**config.mk**
```make
export PLATFORM = sky130hd
export DESIGN_NAME = txring_engine
export DESIGN_NICKNAME = d
export VERILOG_FILES = /design/src/rtl/txr_pkg.sv /design/src/rtl/txr_regs.sv /design/src/rtl/txr_walker.sv /design/src/rtl/txring_engine.sv
export SDC_FILE = /design/constraint.sdc
export NUM_CORES = 1
export LEC_CHECK = 0
export BUFFER_PORTS_ARGS = -buffer_cell sky130_fd_sc_hd__buf_2
export CAP_MARGIN = 10
export CORE_MARGIN = 2
export CORE_UTILIZATION = 55
export DETAILED_ROUTE_END_ITERATION = 8
export MAX_ROUTING_LAYER = met4
export PLACE_DENSITY_LB_ADDON = 0.3
export SLEW_MARGIN = 0
export SYNTH_ARGS = -nofsm -noshare
export SYNTH_HDL_FRONTEND = slang
export SYNTH_SLANG_ARGS = --single-unit
```
**constraint.sdc**
```tcl
create_clock -name clk -period 4.35 [get_ports clk]
set_clock_uncertainty 0.2 [all_clocks]
set_input_delay 0.2175 -clock clk [delete_from_list [all_inputs] [get_ports clk]]
set_output_delay 0.2175 -clock clk [all_outputs]
set_load 0.02 [all_outputs]
```
**src/rtl/txr_pkg.sv**
```systemverilog
package txr_pkg;
    localparam int FLG_READY = 15;
    localparam int FLG_WRAP  = 13;
    localparam int FLG_LAST  = 11;

    localparam logic [1:0] SEL_CTRL = 2'd0;
    localparam logic [1:0] SEL_BASE = 2'd1;
    localparam logic [1:0] SEL_KICK = 2'd2;

    typedef enum logic [2:0] {
        W_IDLE,
        W_DESC0,
        W_DESC1,
        W_FETCH,
        W_SEND,
        W_WBACK
    } wstate_e;
endpackage

```
**src/rtl/txr_regs.sv**
```systemverilog
module txr_regs #(
    parameter int AW = 32
) (
    input  logic          clk,
    input  logic          rst_n,
    input  logic          reg_wr,
    input  logic [1:0]    reg_sel,
    input  logic [31:0]   reg_wdata,
    output logic          kick,
    output logic          base_ld,
    output logic [AW-1:0] base_val,
    output logic [AW-1:0] base_q
);
    import txr_pkg::*;

    typedef struct packed {
        logic          en;
        logic [AW-1:0] base;
    } regs_t;

    regs_t r_d, r_q;

    assign base_val = {reg_wdata[AW-1:2], 2'b00};
    assign base_ld  = reg_wr && (reg_sel == SEL_BASE);
    assign kick     = reg_wr && (reg_sel == SEL_KICK) && r_q.en;
    assign base_q   = r_q.base;

    always_comb begin
        r_d = r_q;
        if (reg_wr && reg_sel == SEL_CTRL) r_d.en = reg_wdata[1];
        if (base_ld) r_d.base = base_val;
    end

    always_ff @(posedge clk or negedge rst_n) begin
        if (!rst_n) r_q <= '0;
        else        r_q <= r_d;
    end

    // ring base register never holds a misaligned value
    assert_base_aligned_R11: assert property (@(posedge clk) disable iff (!rst_n)
        r_q.base[1:0] == 2'b00);
endmodule

```
**src/rtl/txr_walker.sv**
```systemverilog
module txr_walker #(
    parameter int AW        = 32,
    parameter int MAX_FRAME = 2032,
    localparam int CW       = $clog2(MAX_FRAME + 1)
) (
    input  logic          clk,
    input  logic          rst_n,
    input  logic          kick,
    input  logic          base_ld,
    input  logic [AW-1:0] base_val,
    input  logic [AW-1:0] base_q,
    output logic          mem_req,
    output logic          mem_we,
    output logic [AW-1:0] mem_addr,
    output logic [31:0]   mem_wdata,
    input  logic          mem_ack,
    input  logic [31:0]   mem_rdata,
    output logic          tx_valid,
    input  logic          tx_ready,
    output logic [7:0]    tx_data,
    output logic          tx_last,
    output logic          evt_buf,
    output logic          evt_frame,
    output logic          evt_babble
);
    import txr_pkg::*;

    typedef struct packed {
        wstate_e       st;
        logic [AW-1:0] cur;
        logic          pend;
        logic [15:0]   flags;
        logic [15:0]   len;
        logic [AW-1:0] baddr;
        logic [CW-1:0] left;
        logic [CW-1:0] fcnt;
        logic          trunc;
        logic [7:0]    dbyte;
        logic          ev_buf;
        logic          ev_frame;
        logic          ev_babble;
    } walk_t;

    walk_t w_d, w_q;
    logic [CW-1:0] room;

    assign room = CW'(MAX_FRAME) - w_q.fcnt;

    always_comb begin
        w_d           = w_q;
        w_d.ev_buf    = 1'b0;
        w_d.ev_frame  = 1'b0;
        w_d.ev_babble = 1'b0;
        if (kick) w_d.pend = 1'b1;
        case (w_q.st)
            W_IDLE: begin
                if (base_ld) begin
                    w_d.cur = base_val;
                end else if (w_q.pend || kick) begin
                    w_d.pend = 1'b0;
                    w_d.st   = W_DESC0;
                end
            end
            W_DESC0: if (mem_ack) begin
                w_d.flags = mem_rdata[31:16];
                w_d.len   = mem_rdata[15:0];
                w_d.st    = mem_rdata[16 + FLG_READY] ? W_DESC1 : W_IDLE;
            end
            W_DESC1: if (mem_ack) begin
                w_d.baddr = mem_rdata[AW-1:0];
                if (32'(w_q.len) > 32'(room)) begin
                    w_d.left  = room;
                    w_d.trunc = 1'b1;
                end else begin
                    w_d.left  = CW'(w_q.len);
                    w_d.trunc = 1'b0;
                end
                w_d.st = (w_d.left == '0) ? W_WBACK : W_FETCH;
            end
            W_FETCH: if (mem_ack) begin
                w_d.dbyte = 8'(mem_rdata >> {~w_q.baddr[1:0], 3'b000});
                w_d.st    = W_SEND;
            end
            W_SEND: if (tx_ready) begin
                w_d.baddr = w_q.baddr + AW'(1);
                w_d.left  = w_q.left - CW'(1);
                w_d.fcnt  = w_q.fcnt + CW'(1);
                w_d.st    = (w_q.left == CW'(1)) ? W_WBACK : W_FETCH;
            end
            W_WBACK: if (mem_ack) begin
                w_d.ev_buf    = 1'b1;
                w_d.ev_frame  = w_q.flags[FLG_LAST];
                w_d.ev_babble = w_q.trunc;
                if (w_q.flags[FLG_LAST]) w_d.fcnt = '0;
                w_d.cur = w_q.flags[FLG_WRAP] ? base_q : w_q.cur + AW'(8);
                w_d.st  = W_DESC0;
            end
            default: w_d.st = W_IDLE;
        endcase
    end

    always_ff @(posedge clk or negedge rst_n) begin
        if (!rst_n) w_q <= '0;
        else        w_q <= w_d;
    end

    always_comb begin
        mem_req   = 1'b0;
        mem_we    = 1'b0;
        mem_addr  = w_q.cur;
        mem_wdata = {w_q.flags & ~(16'd1 << FLG_READY), w_q.len};
        case (w_q.st)
            W_DESC0: mem_req = 1'b1;
            W_DESC1: begin
                mem_req  = 1'b1;
                mem_addr = w_q.cur + AW'(4);
            end
            W_FETCH: begin
                mem_req  = 1'b1;
                mem_addr = {w_q.baddr[AW-1:2], 2'b00};
            end
            W_WBACK: begin
                mem_req = 1'b1;
                mem_we  = 1'b1;
            end
            default: ;
        endcase
    end

    assign tx_valid   = (w_q.st == W_SEND);
    assign tx_data    = w_q.dbyte;
    assign tx_last    = tx_valid && (w_q.left == CW'(1)) && w_q.flags[FLG_LAST];
    assign evt_buf    = w_q.ev_buf;
    assign evt_frame  = w_q.ev_frame;
    assign evt_babble = w_q.ev_babble;

    // a pending memory request holds until acknowledged
    assert_req_hold_R13: assert property (@(posedge clk) disable iff (!rst_n)
        mem_req && !mem_ack |=> mem_req && $stable(mem_addr) && $stable(mem_we) && $stable(mem_wdata));
    // an offered stream byte holds until accepted
    assert_tx_hold_R13: assert property (@(posedge clk) disable iff (!rst_n)
        tx_valid && !tx_ready |=> tx_valid && $stable(tx_data) && $stable(tx_last));
    // frame byte count never passes the cap
    assert_frame_cap_R9: assert property (@(posedge clk) disable iff (!rst_n)
        32'(w_q.fcnt) <= MAX_FRAME);
    // a frame event always accompanies a buffer event
    assert_frame_with_buf_R8: assert property (@(posedge clk) disable iff (!rst_n)
        evt_frame |-> evt_buf);
    // stream output and memory traffic never overlap
    assert_no_overlap_R7: assert property (@(posedge clk) disable iff (!rst_n)
        !(mem_req && tx_valid));
    // descriptor pointer stays word aligned
    assert_ptr_aligned_R5: assert property (@(posedge clk) disable iff (!rst_n)
        w_q.cur[1:0] == 2'b00);
endmodule

```
**src/rtl/txring_engine.sv**
```systemverilog
module txring_engine #(
    parameter int AW        = 32,
    parameter int MAX_FRAME = 2032
) (
    input  logic          clk,
    input  logic          rst_n,
    input  logic          reg_wr,
    input  logic [1:0]    reg_sel,
    input  logic [31:0]   reg_wdata,
    output logic          mem_req,
    output logic          mem_we,
    output logic [AW-1:0] mem_addr,
    output logic [31:0]   mem_wdata,
    input  logic          mem_ack,
    input  logic [31:0]   mem_rdata,
    output logic          tx_valid,
    input  logic          tx_ready,
    output logic [7:0]    tx_data,
    output logic          tx_last,
    output logic          evt_buf,
    output logic          evt_frame,
    output logic          evt_babble
);
    logic          kick;
    logic          base_ld;
    logic [AW-1:0] base_val;
    logic [AW-1:0] base_q;

    txr_regs #(.AW(AW)) u_regs (
        .clk       (clk),
        .rst_n     (rst_n),
        .reg_wr    (reg_wr),
        .reg_sel   (reg_sel),
        .reg_wdata (reg_wdata),
        .kick      (kick),
        .base_ld   (base_ld),
        .base_val  (base_val),
        .base_q    (base_q)
    );

    txr_walker #(.AW(AW), .MAX_FRAME(MAX_FRAME)) u_walker (
        .clk        (clk),
        .rst_n      (rst_n),
        .kick       (kick),
        .base_ld    (base_ld),
        .base_val   (base_val),
        .base_q     (base_q),
        .mem_req    (mem_req),
        .mem_we     (mem_we),
        .mem_addr   (mem_addr),
        .mem_wdata  (mem_wdata),
        .mem_ack    (mem_ack),
        .mem_rdata  (mem_rdata),
        .tx_valid   (tx_valid),
        .tx_ready   (tx_ready),
        .tx_data    (tx_data),
        .tx_last    (tx_last),
        .evt_buf    (evt_buf),
        .evt_frame  (evt_frame),
        .evt_babble (evt_babble)
    );
endmodule

```
## Word level (Yosys, flattened, before mapping)

Cells that the tools add are included.

- Bits in registers: 164
- Input port bits: 71
- Output and inout bits: 79

- $add $sub $neg: 6
- Order comparisons: 1
- Eq/ne operators: 17
- Shifts and indexed selects: 1
- Mux-type cells: 33
- Bitwise operators: 1
- Reductions and logical operators: 21

Operators by type and width:

| cell | count |
|---|---|
| 32-bit case mux with 2 select lines | 2 |
| 43-bit case mux with 2 select lines | 1 |
| 32-bit 2-to-1 mux | 2 |
| 11-bit 2-to-1 mux | 5 |
| 54-bit 2-to-1 mux | 1 |
| 43-bit 2-to-1 mux | 1 |
| 35-bit 2-to-1 mux | 1 |
| 32-bit by 1-bit adder with 32-bit output (second input constant) | 1 |
| 32-bit by 3-bit adder with 32-bit output (second input constant) | 1 |
| 32-bit by 4-bit adder with 32-bit output (second input constant) | 1 |
| 32-bit by 5-bit right shift with 8-bit output | 1 |
| 3-bit 2-to-1 mux | 10 |
| 11-bit case mux with 2 select lines | 1 |
| 3-bit case mux with 6 select lines | 1 |
| 16-bit by 11-bit greater-than comparator with 1-bit output | 1 |
| 2-bit != test (second input constant) | 7 |
| 11-bit by 1-bit adder with 11-bit output (second input constant) | 1 |
| 11-bit by 1-bit equality test with 1-bit output (second input constant) | 1 |
| 11-bit logical NOT | 1 |
| 11-bit by 1-bit subtractor with 11-bit output (second input constant) | 1 |
| 11-bit subtractor (first input constant) | 1 |
| 1-bit 2-to-1 mux | 7 |
| 7-bit AND reduction | 1 |
| 3-bit by 2-bit equality test with 1-bit output (second input constant) | 2 |
| 16 further kinds | 28 |

## Longest topological paths before layout

- Depth after elaboration: 9
- Gate-level depth with buffers: 14

## Modules after synthesis

Synthesis repeated with hierarchy kept, for this count alone.

- Cells, all modules: 1,307
- Area, all modules: 11,302.1 sq um

By module, submodules not included:

| module | instances | cells an instance | area an instance (sq um) |
|---|---|---|---|
| txr_walker | 1 | 1,173 | 9,509.1 |
| txr_regs | 1 | 134 | 1,793.0 |

## Worst setup path before layout

OpenSTA, ideal clock, no wires.

- Path kind: reg-to-reg
- Start point: reg u_walker.w_q[12] (netlist name)
- End point: reg u_walker.w_q[32] (netlist name)
- Library setup time: 0.084 ns
- Arrival: 2.983 ns
- Setup slack: 1.084 ns
- Stages on the path, launching flop included: 15
- Path buffers: 1
- Cells stage by stage: dfrtp_1 -> inv_1 -> ha_1 -> nor3b_1 -> nor3_1 -> xnor2_1 -> inv_1 -> ha_1 -> a21o_1 -> a21oi_1 -> o211ai_1 -> o22ai_4 -> buf_8 -> mux2_2 -> o21ai_0

- Longest elaborated chain between the ends: 7

RTL lines:

| element | line | source |
|---|---|---|
| start, declared | txr_walker.sv:44 | `walk_t w_d, w_q;` |
| start signal, assigned | txr_walker.sv:104 | `else w_q <= w_d;` |
| 11-bit subtractor (*) | txr_walker.sv:47 | `assign room = CW'(MAX_FRAME) - w_q.fcnt;` |
| 16-bit by 11-bit greater-than comparator with 1-bit output | txr_walker.sv:71 | `if (32'(w_q.len) > 32'(room)) begin` |
| 11-bit 2-to-1 mux (*) | txr_walker.sv:71 |  |
| 11-bit 2-to-1 mux (*) | txr_walker.sv:69 | `W_DESC1: if (mem_ack) begin` |
| 11-bit 2-to-1 mux (*) | txr_walker.sv:55 | `case (w_q.st)` |
| 43-bit 2-to-1 mux (*) | txr_walker.sv:69 |  |
| 43-bit case mux with 2 select lines (*) | txr_walker.sv:55 |  |

Mark *: on every way between the ends. The rest lies on a longest branch, timed or not. The select of a mux whose other input is x is not followed.
A chain may end at the register's enable or synchronous reset.

## Worst setup path in the final report

- Start point: reg u_walker.w_q[101] (netlist name)
- End point: out mem_addr[22]

- Longest elaborated chain between the ends: 2

RTL lines:

| element | line | source |
|---|---|---|
| 32-bit by 3-bit adder with 32-bit output | txr_walker.sv:116 | `mem_addr = w_q.cur + AW'(4);` |
| 32-bit case mux with 2 select lines | txr_walker.sv:112 | `case (w_q.st)` |
| end, declared | txring_engine.sv:12 | `output logic [AW-1:0] mem_addr,` |

Every way passes these cells.

==> metrics.md <==
| Metric | Value |
|---|---|
| Outcome | `finished, final reports clean` |
| GRT busiest layer | `met2` |
| Hold crit path type | `input port to flip-flop` |
| Number of port buffers | `145` |
| Initial antenna violation count | `0` |
| Share of cells above drive strength 1 | `21.88%` |
| Worst reg-to-reg setup slack | `670 ps` |
| Setup total negative slack | `0 ps` |
| Syn Area/Cell | `8.832 µm²` |
| Met3 Use GR | `5.485%` |
| Combined area of the multi-input logic cells | `5673 µm²` |
| Critical R2R Launch | `u_walker.w_q[12]` |
| Clk sinks | `162` |
| Required time worst endpoint | `3930 ps` |
| P_leak | `5.312 nW` |
| Pre-antenna DRT Iters | `7` |
| Ranking of synthesized cells by area | `dfrtp_1, mux2_2, o21ai_0` |
| Worst setup EP type | `output pin` |
| GR Layer Usage met2 | `50.39%` |
| Max clock buf depth | `2` |
| Post-synth top area cell | `dfrtp_1` |
| WS Path Type | `flip-flop to output pin` |
| Post-synth top flop | `dfrtp_1` |
| Area grow syn2layout | `17.15%` |
| Hold WS | `27.87 ps` |
| Routed wire per std cell | `20.42 µm` |
| Core area | `18710 µm²` |
| Max-cap check violation count | `0` |
| Die W | `142.1 µm` |
| Count of cell types in the netlist | `72` |
| Tcrit/Tclk final | `91.24%` |
| Clock slew at reported path FFs | `60 ps` |
| Max Slew Vio Count | `0` |
| Critical Path AT | `3550 ps` |
| Fill cells | `1521` |
| Via count of the routed design | `10050` |
| Global-route wire length before repair | `50.69 mm` |
| Ys async rst share | `100.0%` |
| EDFF count, synth | `0` |
| Final Hold Viols | `0` |
| Met1 usage | `42.98%` |
| Crit-path slowest cell | `nor3_1` |
| Die Ht | `142.1 µm` |
| DP Worst Slack | `684.6 ps` |
| Vias in the first global route | `9488` |
| Ant diodes | `0` |
| Synth cell count leaders | `dfrtp_1, o21ai_0, nand2_1` |
| TritonCTS Buffers | `17` |
| Root buffer cell | `clkbuf_16` |
| Starting Density | `56.09%` |
| Hpwl dp | `21.71 mm` |
| H-tree levels | `4` |
| Cell with the most instances after synthesis | `dfrtp_1` |
| Worst slew pin tran | `950.8 ps` |
| RSZ-0062 raised after global routing | `false` |
| Peak VDD IR | `0.0004133 V` |
| Critical Path Fanout Max | `17` |
| Count of state elements after synthesis | `162` |
| Synth Instances | `1188` |
| Global-route usage over all layers | `32.82%` |
| PostCTS Resize Cnt | `0` |
| Die Area | `20200 µm²` |
| Clock Latency Late Sink | `430 ps` |
| Cells along the critical path | `ha_1 > and3_1 > nand3_1 > nor3_1 > a21oi_1 > a31o_2 > a21oi_1 > buf_2` |
| Hold Crit Start | `tx_ready` |
| Yosys warning total | `0` |
| Sequential area share after synthesis | `38.64%` |
| CP max stage delay | `860 ps` |
| I/O pin count | `150` |
| Largest net degree at the start of global routing | `97` |
| Total wire length | `31.93 mm` |
| Cell row count | `50` |
| Pwr dens | `685.4 nW/µm²` |
| Storage cell area | `4054 µm²` |
| Fin nets | `1406` |
| Post-Syn Area | `10490 µm²` |
| Final GP Congestion | `0.9115` |
| Slew headroom | `36.13%` |
| Final setup margin | `381.0 ps` |
| Total congestion overflow | `0` |
| Antenna viol nets, final | `0` |
| CP most frequent cell | `a21oi_1` |
| Drc violations | `0` |
| CTS tree | `built` |
| Vias per inst | `6.426` |
| Setup Viol. Count Final | `0` |
| Worst Setup SP | `u_walker.w_q[101]` |
| Minimum clock period | `3969 ps` |
| Share of the synthesized area in the top cell type | `38.64%` |
| FMAX | `252.0 MHz` |
| Startpoint types | `flip-flop` |
| DR iter-0 viols | `989` |
[cells by family after synthesis]
group                      share of synthesized area (%)
other                                            0.03574
DFF                                                38.64
muxes                                              11.28
AOI/OAI and AO/OA                                  20.67
buffers and inverters                              7.572
adders and majority gates                          2.146
and+or+nand+nor                                    17.41
xor gates and xnor gates                           2.254
[registers in the layout (all words and copies together) (netlist names)]
register,flops
u_walker.w_q,89
u_walker.mem_wdata,31
u_regs.base_q,30
u_walker.tx_data,8
u_regs.r_q,1
u_walker.evt_babble,1
u_walker.evt_buf,1
u_walker.evt_frame,1
[path summary, 6_finish.rpt]
kind,to,cells past startpoint
setup reg to reg,u_walker.w_q[25],15
min in group asynchronous,u_regs.base_q[27],2
hold reg to reg,u_walker.mem_wdata[28],1
max in group asynchronous,u_walker.w_q[109],3
setup / recovery,mem_addr[22],8
hold / removal,u_walker.w_q[133],4
[worst max-delay path: cells and delay by family, from the launching register on]
family | cells | cell delay [ps]
AOI/OAI and AO/OA | 3 | 540
adders and majority gates | 1 | 290
buffers and inverters | 1 | 190
DFF | 1 | 740
and+or+nand+nor | 3 | 1340
[power breakdown]
group / switching, mW / internal (mW) / total [mW]
clock network: 0.661 / 0.853 / 1.51
logic: 2.32 / 1.57 / 3.89
registers: 0.913 / 2.11 / 3.02
[final cells by class]
| type | instances | area share, % |
|---|---|---|
| multi-input cells | 871 | 46.15 |
| clock buffers | 21 | 3.909 |
| flip-flops and latches | 162 | 32.98 |
| well taps | 234 | 2.382 |
| repair buffers | 232 | 12.73 |
| inverters | 33 | 1.008 |
| clock inverters | 11 | 0.8347 |
[repair_timing]
action                    4_1_cts  5_1_grt
setup buffers                   0        0
hold endpoints to repair      211        0
hold buffers                   67        0
[placed cells by master, fill, tap and decap left out, types with 13 or more instances in the layout]
| cell type | count |
|---|---|
| nand2_1 | 116 |
| dfrtp_1 | 162 |
| nor4_1 | 15 |
| mux2i_1 | 26 |
| clkbuf_16 | 17 |
| buf_2 | 144 |
| and3_1 | 26 |
| buf_4 | 19 |
| o21ai_0 | 122 |
| xnor2_1 | 14 |
| nor3_1 | 25 |
| ha_1 | 18 |
| xor2_1 | 13 |
| nor2_1 | 73 |
| inv_1 | 32 |
| o22ai_1 | 26 |
| mux2_2 | 66 |
| a31oi_1 | 13 |
| dlygate4sd3_1 | 67 |
| nand4_1 | 19 |
| nand3_1 | 36 |
| a21oi_1 | 96 |
[through the flow]
stage	power (mW)	area (µm²)	cells	util (%)
3_5_place_dp	6.770	11040	1465	59.01
6_report	8.424	12290	1564	65.71
2_1_floorplan	5.771	10500	1190	-
5_1_grt	8.923	12290	1564	65.71
3_3_place_gp	6.658	11040	1465	59.01
4_1_cts	8.355	12290	1564	65.71
[routing by layer]
metal | vias up | part of all wire (%) | routed length [µm]
met2 | 483 | 48 | 15260
li1 | 4587 | - | -
met4 | 0 | 3.8 | 1223
met5 | - | 0 | 0
met3 | 96 | 7.5 | 2410
met1 | 4884 | 41 | 13040
Note: power is estimated with default switching activity, not from simulation.
